`config.mk`:
```
export PLATFORM = sky130hd
export DESIGN_NAME = dma_addr_unit
export DESIGN_NICKNAME = d
export VERILOG_FILES = /design/src/rtl/dma_addr_pkg.sv /design/src/rtl/dma_addr_reg.sv /design/src/rtl/dma_addr_phase.sv /design/src/rtl/dma_addr_guard.sv /design/src/rtl/dma_addr_unit.sv
export SDC_FILE = /design/constraint.sdc
export NUM_CORES = 1
export LEC_CHECK = 0
export BUFFER_PORTS_ARGS = -buffer_cell sky130_fd_sc_hd__buf_2
export CAP_MARGIN = 20
export CORE_MARGIN = 4
export CORE_UTILIZATION = 42
export DETAILED_ROUTE_END_ITERATION = 7
export PLACE_DENSITY = 0.62
export SLEW_MARGIN = 20
export SYNTH_ARGS = -nofsm -noshare
export SYNTH_HDL_FRONTEND = slang
export SYNTH_SLANG_ARGS = --single-unit
```
`constraint.sdc`:
```
create_clock -name clk -period 7.9 [get_ports clk]
set_input_delay 0.395 -clock clk [delete_from_list [all_inputs] [get_ports clk]]
set_output_delay 0.395 -clock clk [all_outputs]
set_load 0.005 [all_outputs]
```
`src/rtl/dma_addr_pkg.sv`:
```
package dma_addr_pkg;

    typedef enum logic [1:0] {
        AM_HOLD = 2'b00,
        AM_UP   = 2'b01,
        AM_DOWN = 2'b10,
        AM_BAD  = 2'b11
    } amode_e;

    typedef enum logic [1:0] {
        SZ_8   = 2'b00,
        SZ_16  = 2'b01,
        SZ_32  = 2'b10,
        SZ_BAD = 2'b11
    } xsize_e;

    typedef enum logic [1:0] {
        XK_DUAL   = 2'b00,
        XK_SINGLE = 2'b01,
        XK_INDIR  = 2'b10,
        XK_BAD    = 2'b11
    } xkind_e;

    typedef enum logic [1:0] {
        PH_READ  = 2'b00,
        PH_WRITE = 2'b01,
        PH_PTR   = 2'b10,
        PH_NONE  = 2'b11
    } phase_e;

    // Per-phase control derived from transfer kind and step index
    typedef struct packed {
        phase_e phase;
        logic   upd_src;
        logic   upd_dst;
        logic   cap_ptr;
        logic   use_ptr;
    } step_ctl_t;

    localparam int STEP_W   = 2;
    localparam int AMT_W    = 3;
    localparam logic [AMT_W-1:0] PTR_STEP = 3'd4;

    function automatic logic [AMT_W-1:0] size_bytes(xsize_e s);
        case (s)
            SZ_8:    return 3'd1;
            SZ_16:   return 3'd2;
            default: return 3'd4;
        endcase
    endfunction

    function automatic logic [STEP_W-1:0] last_step(xkind_e k);
        case (k)
            XK_DUAL:  return 2'd1;
            XK_INDIR: return 2'd2;
            default:  return 2'd0;
        endcase
    endfunction

endpackage

```
`src/rtl/dma_addr_reg.sv`:
```
module dma_addr_reg
    import dma_addr_pkg::*;
#(
    parameter int AW = 32
) (
    input  logic                 clk,
    input  logic                 rst,
    input  logic                 ld,
    input  logic [AW-1:0]        ld_val,
    input  logic                 upd,
    input  amode_e               mode,
    input  logic [AMT_W-1:0]     amt,
    output logic [AW-1:0]        q
);

    logic [AW-1:0] nxt;
    logic [AW-1:0] amt_ext;

    assign amt_ext = AW'(amt);

    always_comb begin
        case (mode)
            AM_UP:   nxt = q + amt_ext;
            AM_DOWN: nxt = q - amt_ext;
            default: nxt = q;
        endcase
    end

    always_ff @(posedge clk) begin
        if (rst)      q <= '0;
        else if (ld)  q <= ld_val;
        else if (upd) q <= nxt;
    end

endmodule

```
`src/rtl/dma_addr_phase.sv`:
```
module dma_addr_phase
    import dma_addr_pkg::*;
(
    input  logic      clk,
    input  logic      rst,
    input  xkind_e    kind,
    input  logic      adv,
    output step_ctl_t ctl
);

    logic [STEP_W-1:0] step_q;
    logic [STEP_W-1:0] last;

    assign last = last_step(kind);

    always_comb begin
        ctl = '{phase: PH_NONE, upd_src: 1'b0, upd_dst: 1'b0,
                cap_ptr: 1'b0, use_ptr: 1'b0};
        case (kind)
            XK_DUAL: begin
                if (step_q == 2'd0) begin
                    ctl.phase   = PH_READ;
                    ctl.upd_src = 1'b1;
                end else begin
                    ctl.phase   = PH_WRITE;
                    ctl.upd_dst = 1'b1;
                end
            end
            XK_SINGLE: begin
                ctl.phase = PH_WRITE;
            end
            XK_INDIR: begin
                case (step_q)
                    2'd0: begin
                        ctl.phase   = PH_PTR;
                        ctl.cap_ptr = 1'b1;
                    end
                    2'd1: begin
                        ctl.phase   = PH_READ;
                        ctl.use_ptr = 1'b1;
                        ctl.upd_src = 1'b1;
                    end
                    default: begin
                        ctl.phase   = PH_WRITE;
                        ctl.upd_dst = 1'b1;
                    end
                endcase
            end
            default: ctl.phase = PH_NONE;
        endcase
    end

    always_ff @(posedge clk) begin
        if (rst)
            step_q <= '0;
        else if (adv)
            step_q <= (step_q >= last) ? '0 : step_q + 1'b1;
    end

endmodule

```
`src/rtl/dma_addr_guard.sv`:
```
module dma_addr_guard
    import dma_addr_pkg::*;
(
    input  logic   clk,
    input  logic   rst,
    input  xkind_e kind,
    input  amode_e src_mode,
    input  amode_e dst_mode,
    input  xsize_e size,
    input  logic   clr,
    output logic   err
);

    logic bad_now;
    logic err_q;

    always_comb begin
        bad_now = (size == SZ_BAD) || (kind == XK_BAD);
        if (kind != XK_SINGLE)
            bad_now = bad_now || (src_mode == AM_BAD) || (dst_mode == AM_BAD);
    end

    always_ff @(posedge clk) begin
        if (rst)      err_q <= 1'b0;
        else if (clr) err_q <= 1'b0;
        else          err_q <= err_q | bad_now;
    end

    assign err = err_q | bad_now;

endmodule

```
`src/rtl/dma_addr_unit.sv`:
```
module dma_addr_unit
    import dma_addr_pkg::*;
#(
    parameter int AW = 32
) (
    input  logic          clk,
    input  logic          rst,
    input  logic [1:0]    kind_i,
    input  logic [1:0]    src_mode_i,
    input  logic [1:0]    dst_mode_i,
    input  logic [1:0]    size_i,
    input  logic          src_ld_i,
    input  logic          dst_ld_i,
    input  logic [AW-1:0] ld_data_i,
    input  logic          done_i,
    input  logic [AW-1:0] bus_rdata_i,
    output logic [AW-1:0] addr_o,
    output logic [1:0]    phase_o,
    output logic          cfg_err_o
);

    xkind_e    kind;
    amode_e    src_mode;
    amode_e    dst_mode;
    xsize_e    size;
    step_ctl_t ctl;
    logic      err;
    logic      adv;
    logic [AMT_W-1:0] src_amt;
    logic [AMT_W-1:0] dst_amt;
    logic [AW-1:0] src_q;
    logic [AW-1:0] dst_q;
    logic [AW-1:0] ptr_q;

    assign kind     = xkind_e'(kind_i);
    assign src_mode = amode_e'(src_mode_i);
    assign dst_mode = amode_e'(dst_mode_i);
    assign size     = xsize_e'(size_i);

    assign adv     = done_i & ~err;
    assign dst_amt = size_bytes(size);
    assign src_amt = (kind == XK_INDIR) ? PTR_STEP : size_bytes(size);

    dma_addr_guard u_guard (
        .clk      (clk),
        .rst      (rst),
        .kind     (kind),
        .src_mode (src_mode),
        .dst_mode (dst_mode),
        .size     (size),
        .clr      (src_ld_i | dst_ld_i),
        .err      (err)
    );

    dma_addr_phase u_phase (
        .clk  (clk),
        .rst  (rst),
        .kind (kind),
        .adv  (adv),
        .ctl  (ctl)
    );

    dma_addr_reg #(.AW(AW)) u_src (
        .clk    (clk),
        .rst    (rst),
        .ld     (src_ld_i),
        .ld_val (ld_data_i),
        .upd    (adv & ctl.upd_src),
        .mode   (src_mode),
        .amt    (src_amt),
        .q      (src_q)
    );

    dma_addr_reg #(.AW(AW)) u_dst (
        .clk    (clk),
        .rst    (rst),
        .ld     (dst_ld_i),
        .ld_val (ld_data_i),
        .upd    (adv & ctl.upd_dst),
        .mode   (dst_mode),
        .amt    (dst_amt),
        .q      (dst_q)
    );

    always_ff @(posedge clk) begin
        if (rst)
            ptr_q <= '0;
        else if (adv && ctl.cap_ptr)
            ptr_q <= bus_rdata_i;
    end

    always_comb begin
        case (ctl.phase)
            PH_PTR:   addr_o = src_q;
            PH_READ:  addr_o = ctl.use_ptr ? ptr_q : src_q;
            PH_WRITE: addr_o = dst_q;
            default:  addr_o = '0;
        endcase
    end

    assign phase_o   = ctl.phase;
    assign cfg_err_o = err;

endmodule

```
==> impl_metrics.env <==
export IMPL_run_status="completed"
export IMPL_first_global_vias=7833
export IMPL_hold_class="input pin to flip-flop"
export IMPL_drt_first_iter_violations=923
export IMPL_post_synth_num_cell_types=67
export IMPL_p_switching_uw=467
export IMPL_buffer_depth_of_the_longest_clock_path=2
export IMPL_power_density_of_the_placed_cells_nw_per_um2=157
export IMPL_route_vias_total=8594
export IMPL_cts_clk_slew_worst_paths_ps=80
export IMPL_timing_hold_violations_final=0
export IMPL_fillers=1975
export IMPL_critPathKind="input pin to flip-flop"
export IMPL_post_cts_resized_instances=0
export IMPL_final_antenna_violating_net_count=0
export IMPL_synth_largest_area_cell="dfxtp_1"
export IMPL_final_critical_path_required_period_ps=3640
export IMPL_tritoncts="built"
export IMPL_design_area_um2=9300
export IMPL_maxCapViolCount=0
export IMPL_syn_num_nets=1274
export IMPL_cp_start_kind="input pin"
export IMPL_placeableCoreArea_um2=19000
export IMPL_part_of_the_yosys_area_used_for_sequential_elements_pct=24.0
export IMPL_setup_viol_count_final=0
export IMPL_place_congestion=0.934
export IMPL_static_leakage_nw=4.11
export IMPL_die_x_um=148
export IMPL_firstDrtPassIters=6
export IMPL_endpoint_kind="flip-flop"
export IMPL_layout_cells_most_common="nand2_1"
export IMPL_cell_internal_pwr_uw=994
export IMPL_synthToLayoutAreaGrowth_pct=12.8
export IMPL_ios=112
export IMPL_final_nets=1334
export IMPL_rsz0062_at_grt="no"
export IMPL_grt_pass1_wl_um=43200
export IMPL_grt_start_max_net_pins=72
export IMPL_cp_data_arrival_time_ps=3880
export IMPL_post_cts_setup_buffers=0
export IMPL_fin_crit_sh_pct=46.1
export IMPL_dp_hpwl_um=20400
export IMPL_area_sequential_um2=1980
export IMPL_ctsRootBufferMaster="clkbuf_16"
export IMPL_synth_top_cells_by_area="dfxtp_1 24%, ha_1 10%, a21oi_1 9.0%"
export IMPL_place_port_buffers=111
export IMPL_required_ps=8140
export IMPL_cts_inserted_buffers=9
export IMPL_post_synthesis_register_bit_count=99
export IMPL_synthesis_area_um2=8240
export IMPL_vias_per_cell=5.91
export IMPL_layout_common_cells="152 x nand2_1, 148 x a21oi_1, 110 x buf_2"
export IMPL_worst_hold_slack_ps=261
export IMPL_grt_overflow=0
export IMPL_wl_um=27700
export IMPL_power_frac_comb_pct=25.6
export IMPL_timing_max_transition_violations_final=0
export IMPL_std_cell_rows=50
export IMPL_layout_core_utilization_pct=48.9
export IMPL_n_antenna_cell=0
export IMPL_max_freq_mhz=274
export IMPL_asyncSetResetFlopFracSynth_pct=0
export IMPL_largest_driver_fanout_on_the_critical_path=4
export IMPL_clock_insertion_delay_worst_skew_ps=360
export IMPL_die_height_um=148
export IMPL_synth_edff_count=0
export IMPL_tritoncts_num_sinks=99
export IMPL_footprint_of_the_multi_input_gates_um2=5740
export IMPL_avgRoutedWirePerCell_um=19.1
export IMPL_initial_core_utilization_pct=43.3
export IMPL_synth_cells=1128
export IMPL_yosys_area_top_type_share_pct=24.0
export IMPL_drc_errors=0
export IMPL_p_sw_share_pct=32.0
export IMPL_worst_slew_margin_relative_to_its_limit_pct=35.4
export IMPL_cts_max_level=3
export IMPL_fin_worst_skew_ps=18.8
export IMPL_syn_avg_cell_area_um2=7.31
export IMPL_synthFlopType="dfxtp_1"
export IMPL_layout_drive_gt1_share_pct=13.9
export IMPL_dpl_cell_area_um2=8950
export IMPL_antenna_found_initial=0
export IMPL_portion_of_total_power_attributed_to_sequential_cells_pct=37.7
export IMPL_grt_use_total_pct=24.6
export IMPL_worst_slew_pin_transition_ps=967
export IMPL_yosysWarningCount=0
export IMPL_ctsHoldBuffers=0
export IMPL_post_layout_total_power_mw=1.46
export IMPL_power_ir_vdd_worst_v=0.0000949
export IMPL_fp_dieArea_um2=21900
export IMPL_clockPowerShare_pct=36.7
export IMPL_final_setup_tns_ps=0
-- worst max-delay path: stages --
cell      delay [ps]
buf_2            130
or2_2            330
ha_1             280
inv_1             30
mux2_2           290
fa_1             460
a211oi_1         410
nor4_2           130
nor4_2           320
o21ai_2          140
a31oi_1          310
o21ai_0          160
a31oi_1          230
xor2_1           160
o21ai_0          100
-- worst paths after layout --
kind | from | endpoint | slack, ps | cells past startpoint
max | size_i[1] | u_dst.q[30]$_SDFFE_PP0P_ | 4260 | 15
min reg2reg | ptr_q[25]$_SDFFE_PP0P_ | ptr_q[25]$_SDFFE_PP0P_ | 450 | 2
max reg2reg | u_dst.q[0]$_SDFFE_PP0P_ | u_dst.q[30]$_SDFFE_PP0P_ | 4720 | 13
min | bus_rdata_i[31] | ptr_q[31]$_SDFFE_PP0P_ | 260 | 3
-- registers in the layout, indices dropped and copies added, names as in the netlist --
| register | flops |
|---|---|
| u_src.q | 32 |
| ptr_q | 32 |
| u_phase.step_q | 2 |
| u_dst.q | 32 |
| u_guard.err_q | 1 |
-- power groups by stage --
stage	Combinational (mW)	Sequential (mW)	Clock, mW
after detailed placement	0.367	0.562	0
after global placement	0.365	0.562	0
final	0.374	0.551	0.536
after CTS	0.370	0.550	0.541
after floorplan	0.263	0.548	0
after global routing	0.414	0.553	0.565
-- cell usage after synthesis, drive strengths merged (5+ instances only) --
library cell	number
xnor2	25
a21o	29
o21ai	56
inv	65
buf	15
nor3	14
nand3	23
and2	5
nand2b	8
nor3b	7
o21bai	7
o211ai	9
o21a	17
mux2	5
a31oi	5
nor2b	19
ha	67
nand4	7
a211oi	29
mux2i	13
xor2	23
or3	8
a222oi	32
a311oi	9
nor4	7
nand2	153
a21oi	150
dfxtp	99
clkbuf	60
o22ai	5
a221oi	10
nor2	98
-- cell type report --
type / instances / share of cell area, %
clock buffer: 11 / 2.61
clock inverter: 5 / 1.16
inverter: 65 / 2.62
multi-input combinational: 889 / 61.7
sequential: 99 / 21.3
tap: 260 / 3.50
timing repair buffer: 124 / 7.05
-- metal layers --
| layer | GRT usage, % | up-vias | routed length (µm) |
|---|---|---|---|
| li1 | - | 4220 | - |
| met1 | 37.6 | 4048 | 13400 |
| met2 | 35.9 | 288 | 11700 |
| met3 | 2.32 | 38 | 1880 |
| met4 | 8.27 | 0 | 676 |
| met5 | 0 | - | 0 |
-- through the flow --
step	worst slack, ps	cells
final	4260	1453
after global placement	4010	1437
after floorplan	3620	1128
after global routing	3990	1453
after CTS	4270	1453
after detailed placement	3920	1437
-- cells by family after synthesis --
family	count (synthesis)	synth area share (%)
muxes	18	2.26
adders and majority gates	69	10.7
and+or+nand+nor	368	20.4
buffers and inverters	140	6.59
AOI/OAI and AO/OA	386	30.9
DFF	99	24.0
xor gates and xnor gates	48	5.10
Power figures use the tool's default switching activity.
